### src/rtl/lcdc_pkg.sv
package lcdc_pkg;

    // Register slot chosen by the address decoder (after the variant swap)
    typedef enum logic [4:0] {
        SL_NONE,
        SL_TIM0,
        SL_TIM1,
        SL_TIM2,
        SL_TIM3,
        SL_UPBASE,
        SL_LPBASE,
        SL_MASK,
        SL_CTRL,
        SL_RAW,
        SL_MSTAT,
        SL_CLEAR,
        SL_UPCUR,
        SL_LPCUR,
        SL_ID,
        SL_PAL
    } slot_e;

    // Bus access sequencer states, one cycle each
    typedef enum logic [2:0] {
        ST_IDLE,
        ST_REG_RD,
        ST_PAL_RD,
        ST_WR_DONE,
        ST_BAD
    } acc_state_e;

    localparam int N_TIMING = 4;

    function automatic slot_e timing_slot(input int k);
        slot_e s;
        case (k)
            0:       s = SL_TIM0;
            1:       s = SL_TIM1;
            2:       s = SL_TIM2;
            default: s = SL_TIM3;
        endcase
        return s;
    endfunction

    // Identification byte for word k of the ID block
    function automatic logic [7:0] id_byte(input logic [2:0] k);
        logic [7:0] b;
        case (k)
            3'd0:    b = 8'h10;
            3'd1:    b = 8'h11;
            3'd2:    b = 8'h04;
            3'd3:    b = 8'h00;
            3'd4:    b = 8'h0D;
            3'd5:    b = 8'hF0;
            3'd6:    b = 8'h05;
            default: b = 8'hB1;
        endcase
        return b;
    endfunction

endpackage

### src/rtl/lcdc_decode.sv
module lcdc_decode
    import lcdc_pkg::*;
#(
    parameter int ADDR_W    = 12,
    parameter int PAL_IDX_W = 7
) (
    input  logic [ADDR_W-1:0]    addr,
    input  logic                 variant,
    output slot_e                slot,
    output logic                 rd_legal,
    output logic                 wr_legal,
    output logic [PAL_IDX_W-1:0] pal_idx
);
    localparam int WORD_W   = ADDR_W - 2;
    localparam int PAL_LO   = 1 << PAL_IDX_W;
    localparam int PAL_HI   = 2 * PAL_LO - 1;
    localparam int ID_FIRST = (1 << WORD_W) - 8;

    logic [WORD_W-1:0] word;
    int                word_i;

    assign word    = addr[ADDR_W-1:2];
    assign word_i  = int'(word);
    assign pal_idx = word[PAL_IDX_W-1:0];

    always_comb begin
        slot = SL_NONE;
        if (word_i >= ID_FIRST) begin
            slot = SL_ID;
        end else if (word_i >= PAL_LO && word_i <= PAL_HI) begin
            slot = SL_PAL;
        end else begin
            case (word_i)
                0:       slot = SL_TIM0;
                1:       slot = SL_TIM1;
                2:       slot = SL_TIM2;
                3:       slot = SL_TIM3;
                4:       slot = SL_UPBASE;
                5:       slot = SL_LPBASE;
                6:       slot = variant ? SL_CTRL : SL_MASK;
                7:       slot = variant ? SL_MASK : SL_CTRL;
                8:       slot = SL_RAW;
                9:       slot = SL_MSTAT;
                10:      slot = SL_CLEAR;
                11:      slot = SL_UPCUR;
                12:      slot = SL_LPCUR;
                default: slot = SL_NONE;
            endcase
        end
    end

    always_comb begin
        rd_legal = (slot != SL_NONE) && (slot != SL_CLEAR);
        case (slot)
            SL_TIM0, SL_TIM1, SL_TIM2, SL_TIM3,
            SL_UPBASE, SL_LPBASE, SL_MASK, SL_CTRL,
            SL_CLEAR, SL_PAL: wr_legal = 1'b1;
            default:          wr_legal = 1'b0;
        endcase
    end

endmodule

### src/rtl/lcdc_access_fsm.sv
module lcdc_access_fsm
    import lcdc_pkg::*;
(
    input  logic clk,
    input  logic rst_n,
    input  logic bus_rd,
    input  logic bus_wr,
    input  logic rd_legal,
    input  logic wr_legal,
    input  logic is_pal,
    output logic reg_wr_en,
    output logic pal_wr,
    output logic pal_rd,
    output logic capture,
    output logic sel_reg,
    output logic sel_pal,
    output logic invalidate,
    output logic bus_err
);
    acc_state_e state_q, state_d;

    // State register
    always_ff @(posedge clk) begin
        if (!rst_n) state_q <= ST_IDLE;
        else        state_q <= state_d;
    end

    // Transitions: write has priority over a simultaneous read
    always_comb begin
        if (bus_wr) begin
            state_d = wr_legal ? ST_WR_DONE : ST_BAD;
        end else if (bus_rd) begin
            if (!rd_legal)   state_d = ST_BAD;
            else if (is_pal) state_d = ST_PAL_RD;
            else             state_d = ST_REG_RD;
        end else begin
            state_d = ST_IDLE;
        end
    end

    // Outputs
    always_comb begin
        reg_wr_en  = bus_wr && wr_legal && !is_pal;
        pal_wr     = bus_wr && wr_legal && is_pal;
        pal_rd     = !bus_wr && bus_rd && rd_legal && is_pal;
        capture    = !bus_wr && bus_rd && rd_legal && !is_pal;
        sel_reg    = 1'b0;
        sel_pal    = 1'b0;
        invalidate = 1'b0;
        bus_err    = 1'b0;
        unique case (state_q)
            ST_IDLE:    ;
            ST_REG_RD:  sel_reg    = 1'b1;
            ST_PAL_RD:  sel_pal    = 1'b1;
            ST_WR_DONE: invalidate = 1'b1;
            ST_BAD:     bus_err    = 1'b1;
            default:    ;
        endcase
    end

endmodule

### src/rtl/lcdc_regs.sv
module lcdc_regs
    import lcdc_pkg::*;
#(
    parameter int DATA_W = 32,
    parameter int IRQ_W  = 5,
    parameter int COL_W  = 11,
    parameter int ROW_W  = 11
) (
    input  logic              clk,
    input  logic              rst_n,
    input  logic              wr_en,
    input  slot_e             slot,
    input  logic [DATA_W-1:0] wdata,
    input  logic [IRQ_W-1:0]  irq_set,
    output logic [DATA_W-1:0] rd_word,
    output logic [DATA_W-1:0] upper_base,
    output logic [DATA_W-1:0] lower_base,
    output logic [DATA_W-1:0] ctrl_word,
    output logic [2:0]        bpp_mode,
    output logic              lcd_on,
    output logic [COL_W-1:0]  active_cols,
    output logic [ROW_W-1:0]  active_rows,
    output logic              irq_out
);
    localparam int EN_BIT  = 0;
    localparam int PWR_BIT = 11;
    localparam int HF_W    = 6;   // column field width, bits [7:2]
    localparam int VF_W    = 10;  // row field width, bits [9:0]

    logic [DATA_W-1:0] timing_q [N_TIMING];
    logic [DATA_W-1:0] upb_q, lpb_q, mask_q, ctrl_q;
    logic [IRQ_W-1:0]  raw_q;
    logic [COL_W-1:0]  cols_q;
    logic [ROW_W-1:0]  rows_q;
    logic [HF_W:0]     col_units;

    always_ff @(posedge clk) begin
        if (!rst_n) begin
            for (int k = 0; k < N_TIMING; k++) timing_q[k] <= '0;
        end else if (wr_en) begin
            for (int k = 0; k < N_TIMING; k++)
                if (slot == timing_slot(k)) timing_q[k] <= wdata;
        end
    end

    always_ff @(posedge clk) begin
        if (!rst_n) begin
            upb_q  <= '0;
            lpb_q  <= '0;
            mask_q <= '0;
            ctrl_q <= '0;
        end else if (wr_en) begin
            if (slot == SL_UPBASE) upb_q  <= wdata;
            if (slot == SL_LPBASE) lpb_q  <= wdata;
            if (slot == SL_MASK)   mask_q <= wdata;
            if (slot == SL_CTRL)   ctrl_q <= wdata;
        end
    end

    // Geometry: columns = (field + 1) * 16, rows = field + 1
    assign col_units = {1'b0, wdata[7:2]} + {{HF_W{1'b0}}, 1'b1};

    always_ff @(posedge clk) begin
        if (!rst_n) begin
            cols_q <= '0;
            rows_q <= '0;
        end else if (wr_en) begin
            if (slot == SL_TIM0) cols_q <= COL_W'({col_units, 4'b0000});
            if (slot == SL_TIM1) rows_q <= ROW_W'({1'b0, wdata[VF_W-1:0]}) + ROW_W'(1);
        end
    end

    // Raw status: set sources win over a clear in the same cycle
    always_ff @(posedge clk) begin
        if (!rst_n) begin
            raw_q <= '0;
        end else if (wr_en && slot == SL_CLEAR) begin
            raw_q <= (raw_q & ~wdata[IRQ_W-1:0]) | irq_set;
        end else begin
            raw_q <= raw_q | irq_set;
        end
    end

    always_comb begin
        rd_word = '0;
        case (slot)
            SL_TIM0:              rd_word = timing_q[0];
            SL_TIM1:              rd_word = timing_q[1];
            SL_TIM2:              rd_word = timing_q[2];
            SL_TIM3:              rd_word = timing_q[3];
            SL_UPBASE, SL_UPCUR:  rd_word = upb_q;
            SL_LPBASE, SL_LPCUR:  rd_word = lpb_q;
            SL_MASK:              rd_word = mask_q;
            SL_CTRL:              rd_word = ctrl_q;
            SL_RAW:               rd_word[IRQ_W-1:0] = raw_q;
            SL_MSTAT:             rd_word[IRQ_W-1:0] = raw_q & mask_q[IRQ_W-1:0];
            default:              rd_word = '0;
        endcase
    end

    assign upper_base  = upb_q;
    assign lower_base  = lpb_q;
    assign ctrl_word   = ctrl_q;
    assign bpp_mode    = ctrl_q[3:1];
    assign lcd_on      = ctrl_q[EN_BIT] & ctrl_q[PWR_BIT];
    assign active_cols = cols_q;
    assign active_rows = rows_q;
    assign irq_out     = |(raw_q & mask_q[IRQ_W-1:0]);

endmodule

### src/rtl/lcdc_regbank.sv
module lcdc_regbank
    import lcdc_pkg::*;
#(
    parameter int DATA_W    = 32,
    parameter int ADDR_W    = 12,
    parameter int IRQ_W     = 5,
    parameter int PAL_IDX_W = 7,
    parameter int COL_W     = 11,
    parameter int ROW_W     = 11
) (
    input  logic                 clk,
    input  logic                 rst_n,
    input  logic                 variant_sel,
    input  logic [ADDR_W-1:0]    bus_addr,
    input  logic                 bus_rd,
    input  logic                 bus_wr,
    input  logic [DATA_W-1:0]    bus_wdata,
    output logic [DATA_W-1:0]    bus_rdata,
    output logic                 bus_err,
    output logic                 invalidate,
    output logic                 pal_rd,
    output logic                 pal_wr,
    output logic [PAL_IDX_W-1:0] pal_idx,
    output logic [DATA_W-1:0]    pal_wdata,
    input  logic [DATA_W-1:0]    pal_rdata,
    input  logic [IRQ_W-1:0]     irq_set,
    output logic                 irq_out,
    output logic [DATA_W-1:0]    upper_base,
    output logic [DATA_W-1:0]    lower_base,
    output logic [DATA_W-1:0]    ctrl_word,
    output logic [2:0]           bpp_mode,
    output logic                 lcd_on,
    output logic [COL_W-1:0]     active_cols,
    output logic [ROW_W-1:0]     active_rows
);
    slot_e             slot;
    logic              rd_legal, wr_legal;
    logic              reg_wr_en, capture, sel_reg, sel_pal;
    logic [DATA_W-1:0] reg_word, rd_mux, rd_hold;

    lcdc_decode #(
        .ADDR_W    (ADDR_W),
        .PAL_IDX_W (PAL_IDX_W)
    ) u_decode (
        .addr     (bus_addr),
        .variant  (variant_sel),
        .slot     (slot),
        .rd_legal (rd_legal),
        .wr_legal (wr_legal),
        .pal_idx  (pal_idx)
    );

    lcdc_access_fsm u_fsm (
        .clk        (clk),
        .rst_n      (rst_n),
        .bus_rd     (bus_rd),
        .bus_wr     (bus_wr),
        .rd_legal   (rd_legal),
        .wr_legal   (wr_legal),
        .is_pal     (slot == SL_PAL),
        .reg_wr_en  (reg_wr_en),
        .pal_wr     (pal_wr),
        .pal_rd     (pal_rd),
        .capture    (capture),
        .sel_reg    (sel_reg),
        .sel_pal    (sel_pal),
        .invalidate (invalidate),
        .bus_err    (bus_err)
    );

    lcdc_regs #(
        .DATA_W (DATA_W),
        .IRQ_W  (IRQ_W),
        .COL_W  (COL_W),
        .ROW_W  (ROW_W)
    ) u_regs (
        .clk         (clk),
        .rst_n       (rst_n),
        .wr_en       (reg_wr_en),
        .slot        (slot),
        .wdata       (bus_wdata),
        .irq_set     (irq_set),
        .rd_word     (reg_word),
        .upper_base  (upper_base),
        .lower_base  (lower_base),
        .ctrl_word   (ctrl_word),
        .bpp_mode    (bpp_mode),
        .lcd_on      (lcd_on),
        .active_cols (active_cols),
        .active_rows (active_rows),
        .irq_out     (irq_out)
    );

    assign rd_mux = (slot == SL_ID) ? DATA_W'(id_byte(bus_addr[4:2])) : reg_word;

    always_ff @(posedge clk) begin
        if (!rst_n)       rd_hold <= '0;
        else if (capture) rd_hold <= rd_mux;
    end

    assign pal_wdata = bus_wdata;
    assign bus_rdata = sel_reg ? rd_hold : (sel_pal ? pal_rdata : '0);

endmodule

### config.mk
export PLATFORM = sky130hd
export DESIGN_NAME = lcdc_regbank
export DESIGN_NICKNAME = d
export VERILOG_FILES = /design/src/rtl/lcdc_pkg.sv /design/src/rtl/lcdc_decode.sv /design/src/rtl/lcdc_access_fsm.sv /design/src/rtl/lcdc_regs.sv /design/src/rtl/lcdc_regbank.sv
export SDC_FILE = /design/constraint.sdc
export NUM_CORES = 1
export LEC_CHECK = 0
export ABC_AREA = 1
export ABC_CLOCK_PERIOD_IN_PS = 6150
export BUFFER_PORTS_ARGS = -buffer_cell sky130_fd_sc_hd__buf_2
export CELL_PAD_IN_SITES_DETAIL_PLACEMENT = 1
export CELL_PAD_IN_SITES_GLOBAL_PLACEMENT = 2
export CORE_MARGIN = 8
export CORE_UTILIZATION = 32
export CTS_CLUSTER_DIAMETER = 30
export DETAILED_ROUTE_END_ITERATION = 7
export GPL_ROUTABILITY_DRIVEN = 1
export PLACE_DENSITY_LB_ADDON = 0.1
export SYNTH_ARGS = -nofsm -noshare
export SYNTH_HDL_FRONTEND = slang
export SYNTH_HIERARCHICAL = 1
export SYNTH_SLANG_ARGS = --single-unit
### constraint.sdc
create_clock -name clk -period 6.15 [get_ports clk]
set_clock_uncertainty 0.05 [all_clocks]
set_input_delay 0.615 -clock clk [delete_from_list [all_inputs] [get_ports clk]]
set_output_delay 0.615 -clock clk [all_outputs]
set_load 0.02 [all_outputs]
Word level (Yosys, flattened, before mapping)

Memory sizes are Yosys's and may differ from the RTL's.
Cells that the tools add are included.

Logic and storage cells: 143
Memories: 2
Output and inout port bits: 198
Register bits: 186
Memory bits (read-only): 16
Memory bits (writable): 128
Input port bits: 86

Mux-type cells: 51
Add/subtract/negate cells: 2
Reduce and logical (&&, ||, !) cells: 24
Equality and inequality tests: 42
Order comparisons: 3
Bitwise gates (word level): 10

Memory list:

| name            | words | width | rd ports | clocked after memory_dff | write ports | line              | text |
|---|---|---|---|---|---|---|---|
| u_regs.timing_q | 4     | 32    | 4        | 0                        | 4           | lcdc_regs.sv:30   | `logic [DATA_W-1:0] timing_q [N_TIMING];` |
| (no name shown) | 16    | 1     | 1        | 0                        | 0           | lcdc_decode.sv:54 | `case (slot)` |

Operators by type and width:

| cell                                                                                  | number |
|---|---|
| 32-bit 2-to-1 mux                                                                     | 7 |
| 27-bit case mux with 8 select lines                                                   | 1 |
| 5-bit case mux with 13 select lines                                                   | 1 |
| 8-bit case mux with 7 select lines                                                    | 1 |
| 5-bit 2-to-1 mux                                                                      | 11 |
| 10-bit by 4-bit == test with 1-bit output (second input constant)                     | 5 |
| 5-bit case mux with 10 select lines                                                   | 1 |
| 10-bit by 3-bit == test with 1-bit output (second input constant)                     | 4 |
| 5-bit by 4-bit == test with 1-bit output (second input constant)                      | 8 |
| 32-bit logical NOT                                                                    | 1 |
| 1-bit 2-to-1 mux                                                                      | 22 |
| 10-bit by 2-bit == test with 1-bit output (second input constant)                     | 2 |
| 5-bit by 3-bit == test with 1-bit output (second input constant)                      | 4 |
| 5-bit == test                                                                         | 4 |
| 3-bit by 2-bit == test with 1-bit output (second input constant)                      | 4 |
| 3-bit == test (second input constant)                                                 | 4 |
| 3-bit 2-to-1 mux                                                                      | 4 |
| 2-bit AND reduction                                                                   | 6 |
| 10-bit by 1-bit adder with 11-bit output (second input constant)                      | 1 |
| 5-bit AND                                                                             | 2 |
| 10-bit by 1-bit == test with 1-bit output (second input constant)                     | 1 |
| 5-bit by 2-bit == test with 1-bit output (second input constant)                      | 2 |
| 10-bit greater-or-equal comparator (second input constant)                            | 1 |
| 10-bit by 8-bit greater-or-equal comparator with 1-bit output (second input constant) | 1 |
| other kinds (17)                                                                      | 34 |

Depth between registers and ports, before layout

An unclocked memory read counts as a cell.

Depth in word-level cells: 16
Gate-level depth with buffers: 26
Depth with buffers taken out: 24

Cells and area by module

Netlist, hierarchy kept.

By module, submodules not included:

| module          | cells each | instances | area an instance (um^2) | seq. area each (um^2) |
|---|---|---|---|---|
| lcdc_regs       | 1561       | 1         | 12380.6                 | 6866.6 |
| lcdc_regbank    | 314        | 1         | 1991.9                  | 640.6 |
| lcdc_decode     | 107        | 1         | 525.5                   | 0.0 |
| lcdc_access_fsm | 31         | 1         | 187.7                   | 60.1 |

Least setup slack after synthesis

OpenSTA, ideal clock, no wires.

Path type: input -> register
Start: input port bus_addr[7]
End: memory u_regs.timing_q[2][0], enable pin
Path slack: 0.920 ns
Data arrival time: 4.714 ns
Path buffers: 1
Required time: 5.634 ns
Setup time: 0.466 ns
Stages on the path: 21
Cells stage by stage: nor2_2 nand2_4 inv_2 nand2_1 o21ai_1 nand2_1 o21ai_0 nor3_1 nand2_1 inv_1 ha_1 inv_1 nand4_1 nand2_1 nand2_1 nand2_1 nand2_1 nor2_1 buf_2 inv_1 o21ai_0

RTL lines:

| what        | line               | text |
|---|---|---|
| from (decl) | lcdc_regbank.sv:14 | `input logic [ADDR_W-1:0] bus_addr,` |
| to (decl)   | lcdc_regs.sv:30    |  |

Final worst setup path

Start: input port bus_addr[4]
End: register u_regs.mask_q[9]

Cells in the longest elaborated chain, start to end: 9
Elaborated cells between the ends (all ways): 28
Those cells by class: order compare: 3; eq/ne: 14; mux: 4; reduce/logical: 6; memory: 1

RTL lines:

| what                                                                                        | line                                 | text |
|---|---|---|
| 10-bit by 8-bit greater-or-equal comparator with 1-bit output, or another cell as far along | lcdc_decode.sv:30                    | `end else if (word_i >= PAL_LO && word_i <= PAL_HI) begin` |
| 1-bit logical AND or 5-bit case mux with 13 select lines (tied branches)                    | lcdc_decode.sv:30, lcdc_decode.sv:33 |  |
| 5-bit 2-to-1 mux                                                                            | lcdc_decode.sv:30                    |  |
| 5-bit 2-to-1 mux *                                                                          | lcdc_decode.sv:28                    | `if (word_i >= ID_FIRST) begin` |
| named net slot[1]                                                                           | lcdc_regbank.sv:36                   | `slot_e slot;` |
| memory 16 x 1 bit *                                                                         | -                                    |  |
| 1-bit 2-to-1 mux *                                                                          | lcdc_decode.sv:54                    |  |
| named net wr_legal                                                                          | lcdc_regbank.sv:37                   | `logic rd_legal, wr_legal;` |
| 1-bit logical AND * (2 in series)                                                           | lcdc_access_fsm.sv:43                | `reg_wr_en = bus_wr && wr_legal && !is_pal;` |
| named net reg_wr_en                                                                         | lcdc_regbank.sv:38                   | `logic reg_wr_en, capture, sel_reg, sel_pal;` |
| 2-bit AND reduction (no line) *                                                             | -                                    |  |
| to (signal assigned)                                                                        | lcdc_regs.sv:55                      | `if (slot == SL_MASK) mask_q <= wdata;` |
| to (decl)                                                                                   | lcdc_regs.sv:31                      | `logic [DATA_W-1:0] upb_q, lpb_q, mask_q, ctrl_q;` |

Mark *: on every way through the listed nets, which the timed path passes. The rest lies on a longest branch.
A chain may end at the register's enable or synchronous reset.

==> impl_metrics.ini <==
[outcome]
status = completed

[logic_synthesis]
synth_ff_type = dfxtp_1
ys_seq_area_share_pct = 50.16
async_flop_share_pct = 0
synth_top_family_by_area = simple AND/OR/NAND/NOR gates
post-synth-top-area-cell = edfxtp_1
synth_top_area_share_pct = 25.48
syn_area_per_cell_sq_um = 7.494
synthTopCellsByCount = 569 x nand2_1, 235 x nor2_1, 190 x inv_1
ys_warn_count = 6
synth-compound-area-share_pct = 11.61
synth-edff-count = 128
synthMuxAreaShare_pct = 0
synth_simple_gate_area_share_pct = 26.80
yosysUniqueCellTypes = 38
synthAdderAreaFrac_pct = 0.3318
synth_area_sq_mm = 0.01509
synthCells = 2013
ys_ff_latch = 314
synthTopCellsByArea = edfxtp_1 25%, dfxtp_1 25%, nand2_1 14%
synthXorXnorAreaFrac_pct = 0.4645
synth.most_common_cell = nand2_1

[sta]
final_max_slew_viol_count = 0
setup_viol = 0
tightest_slew_ns = 1.043
rsz0062_at_grt = no
fin_ws_ns = 1.498
min_period_ns = 4.653
fin_tns_setup_ns = 0
final-hold-violation-count = 0
holdWs_ns = 0.2220
fin_crit_sh_pct = 75.65
relSlewSlack_pct = 30.25
max_freq_ghz = 0.2149

[clock_network]
clkTransAtPathRegs_ns = 0.04
clk_path_buf_depth = 3
cts_buffers = 83
cts_setup_buffers = 0
cts.sinks = 314
htreeDepth = 3
cts-root-buf = clkbuf_16
clk_latency_ns = 0.60
ctsHoldBuffers = 0
cts_resized = 0
cts_tree = built

[layout]
utilization_pct = 41.96
final_nets = 2338
fin_area_sq_mm = 0.01953
n_fill_cell = 5701
area.growth.synth_to_final_pct = 29.48
drive_above_1_share_pct = 20.93
multi_input_area_sq_mm = 0.005992
diodes = 0
final-seq-area_sq_mm = 0.007567

[global_route]
grt_usage_pct = 20.14
antenna_found_initial = 0
gr-total-overflow = 0
grt_pass1_wl_um = 85400
grt_pass1_vias = 14590
grt_max_degree = 81

[die]
coreArea_sq_mm = 0.04656
io_pins = 284
rows = 79
initial_core_util_pct = 32.40
fp.dieArea_sq_mm = 0.05435
die_w_um = 233.1
die_h_um = 233.1

[worst_setup_path]
path_max_fanout = 43
cp-end-kind = flop
reg2regPathDepth = 8
cp.required_ns = 6.57
worstSetupStartpointType = input pin
path_class = input pin to flop
cp.arrival_ns = 5.07
worst-r2r-setup-slack_ns = 4.74

[drt]
drt-pass1-iter-count = 5
drtIter0Drc = 701
drcViolationCount = 0
wire_per_inst_um = 19.01
vias = 14140
routed_wirelength_um = 55570
ant_nets = 0
vias_per_cell = 4.837

[power]
power_density_mw_per_mm2 = 362.5
p_leak_nw = 8.929
ir_worst_vdd_mv = 0.2149

[placement]
placed_cell_area_sq_mm = 0.01666
post-place-ws_ns = 0.8456
io_buffer_count = 277
gp_congestion = 0.7914
dpl.hpwl_um = 36470

[run]
cap_violations = 0

[min_path]
holdPathStages = 3
hold_class = input pin to flop
-- layout make-up --
class,count,area share [%]
timing repair buffer,302,8.135
multi-input combinational,1346,30.68
sequential,314,38.74
tap,607,3.888
inverter,201,3.862
clock buffer,118,12.25
clock inverter,36,2.447
-- power breakdown --
group	switching (mW)	leakage [nW]	total (mW)	internal, mW
clock	1.29	1.40	4.36	3.06
combinational	0.333	4.80	0.444	0.111
sequential	0.0286	2.73	2.28	2.25
total	1.66	8.93	7.08	5.43
-- logic make-up (layout without fill, tap and decap cells) --
family / after synthesis / after routing
AND/OR/NAND/NOR: 984 / 984
buffers and inverters: 356 / 657
AO/OA/AOI/OAI: 345 / 345
flip-flops: 314 / 314
XOR/XNOR: 8 / 8
adder cells (fa/ha/maj): 4 / 4
other: 2 / 5
-- stage by stage --
| stage | power [mW] | cells |
|---|---|---|
| 2_1_floorplan | 2.584 | 2016 |
| 3_3_place_gp | 2.750 | 2770 |
| 3_5_place_dp | 2.762 | 2770 |
| 4_1_cts | 7.157 | 2924 |
| 5_1_grt | 7.314 | 2924 |
| 6_report | 7.082 | 2924 |
-- worst paths after layout --
kind | start | endpoint
worst min register to register | u_regs/active_rows[1] | u_regs/active_rows[1]
worst max-delay path | bus_addr[4] | u_regs/mask_q[9]
worst min-delay path | irq_set[2] | u_regs/raw_q[2]
worst max register to register | u_regs/ctrl_word[0] | rd_hold[0]
-- registers in the layout, indices dropped and copies added, names as in the netlist --
register / count
rd_hold: 32
u_fsm/state_q: 3
u_regs/active_cols: 7
u_regs/active_rows: 11
u_regs/ctrl_word: 32
u_regs/lower_base: 32
u_regs/mask_q: 32
u_regs/raw_q: 5
u_regs/timing_q: 128
u_regs/upper_base: 32
-- layer usage --
metal / GRT usage, % / share of wire (%)
met5: 0 / 0
met4: 5.865 / 2.0
met3: 3.882 / 5.4
met2: 32.03 / 45
met1: 27.53 / 47
-- cell usage in the layout, fill, tap and decap left out, drive strengths merged --
master,synthesis,final
nand3,137,137
clkbuf,64,118
xnor2,1,1
conb,2,5
clkinv,1,26
clkinvlp,0,1
nand2,575,575
ha,4,4
o21ai,173,173
o2111ai,1,1
edfxtp,128,128
or2,1,1
and3,1,1
nand4,7,7
nor2,253,253
xor2,7,7
buf,91,302
o21bai,1,1
bufinv,0,9
and2,2,2
dfxtp,186,186
nor3,8,8
a21oi,169,169
a31oi,1,1
inv,200,201
-- worst max-delay path: stages --
cell     delay, ns
buf_2         0.17
inv_1         0.12
nor2_4        0.16
inv_2         0.04
nor2_1        0.14
nand2_1       0.07
nand2_1       0.06
nand2_1       0.06
o21ai_0       0.09
nor3_1        0.07
nand2_1       0.36
inv_1         0.09
ha_1          0.29
inv_1         0.07
nand4_1       0.09
nand2_1       0.08
nand2_1       0.05
nand2_1       0.08
nand2_1       0.18
nor2_4        0.15
buf_4         0.58
nand3_2       0.65
buf_4         0.49
o21ai_0       0.23
a21oi_1       0.05
Power figures use the tool's default switching activity.
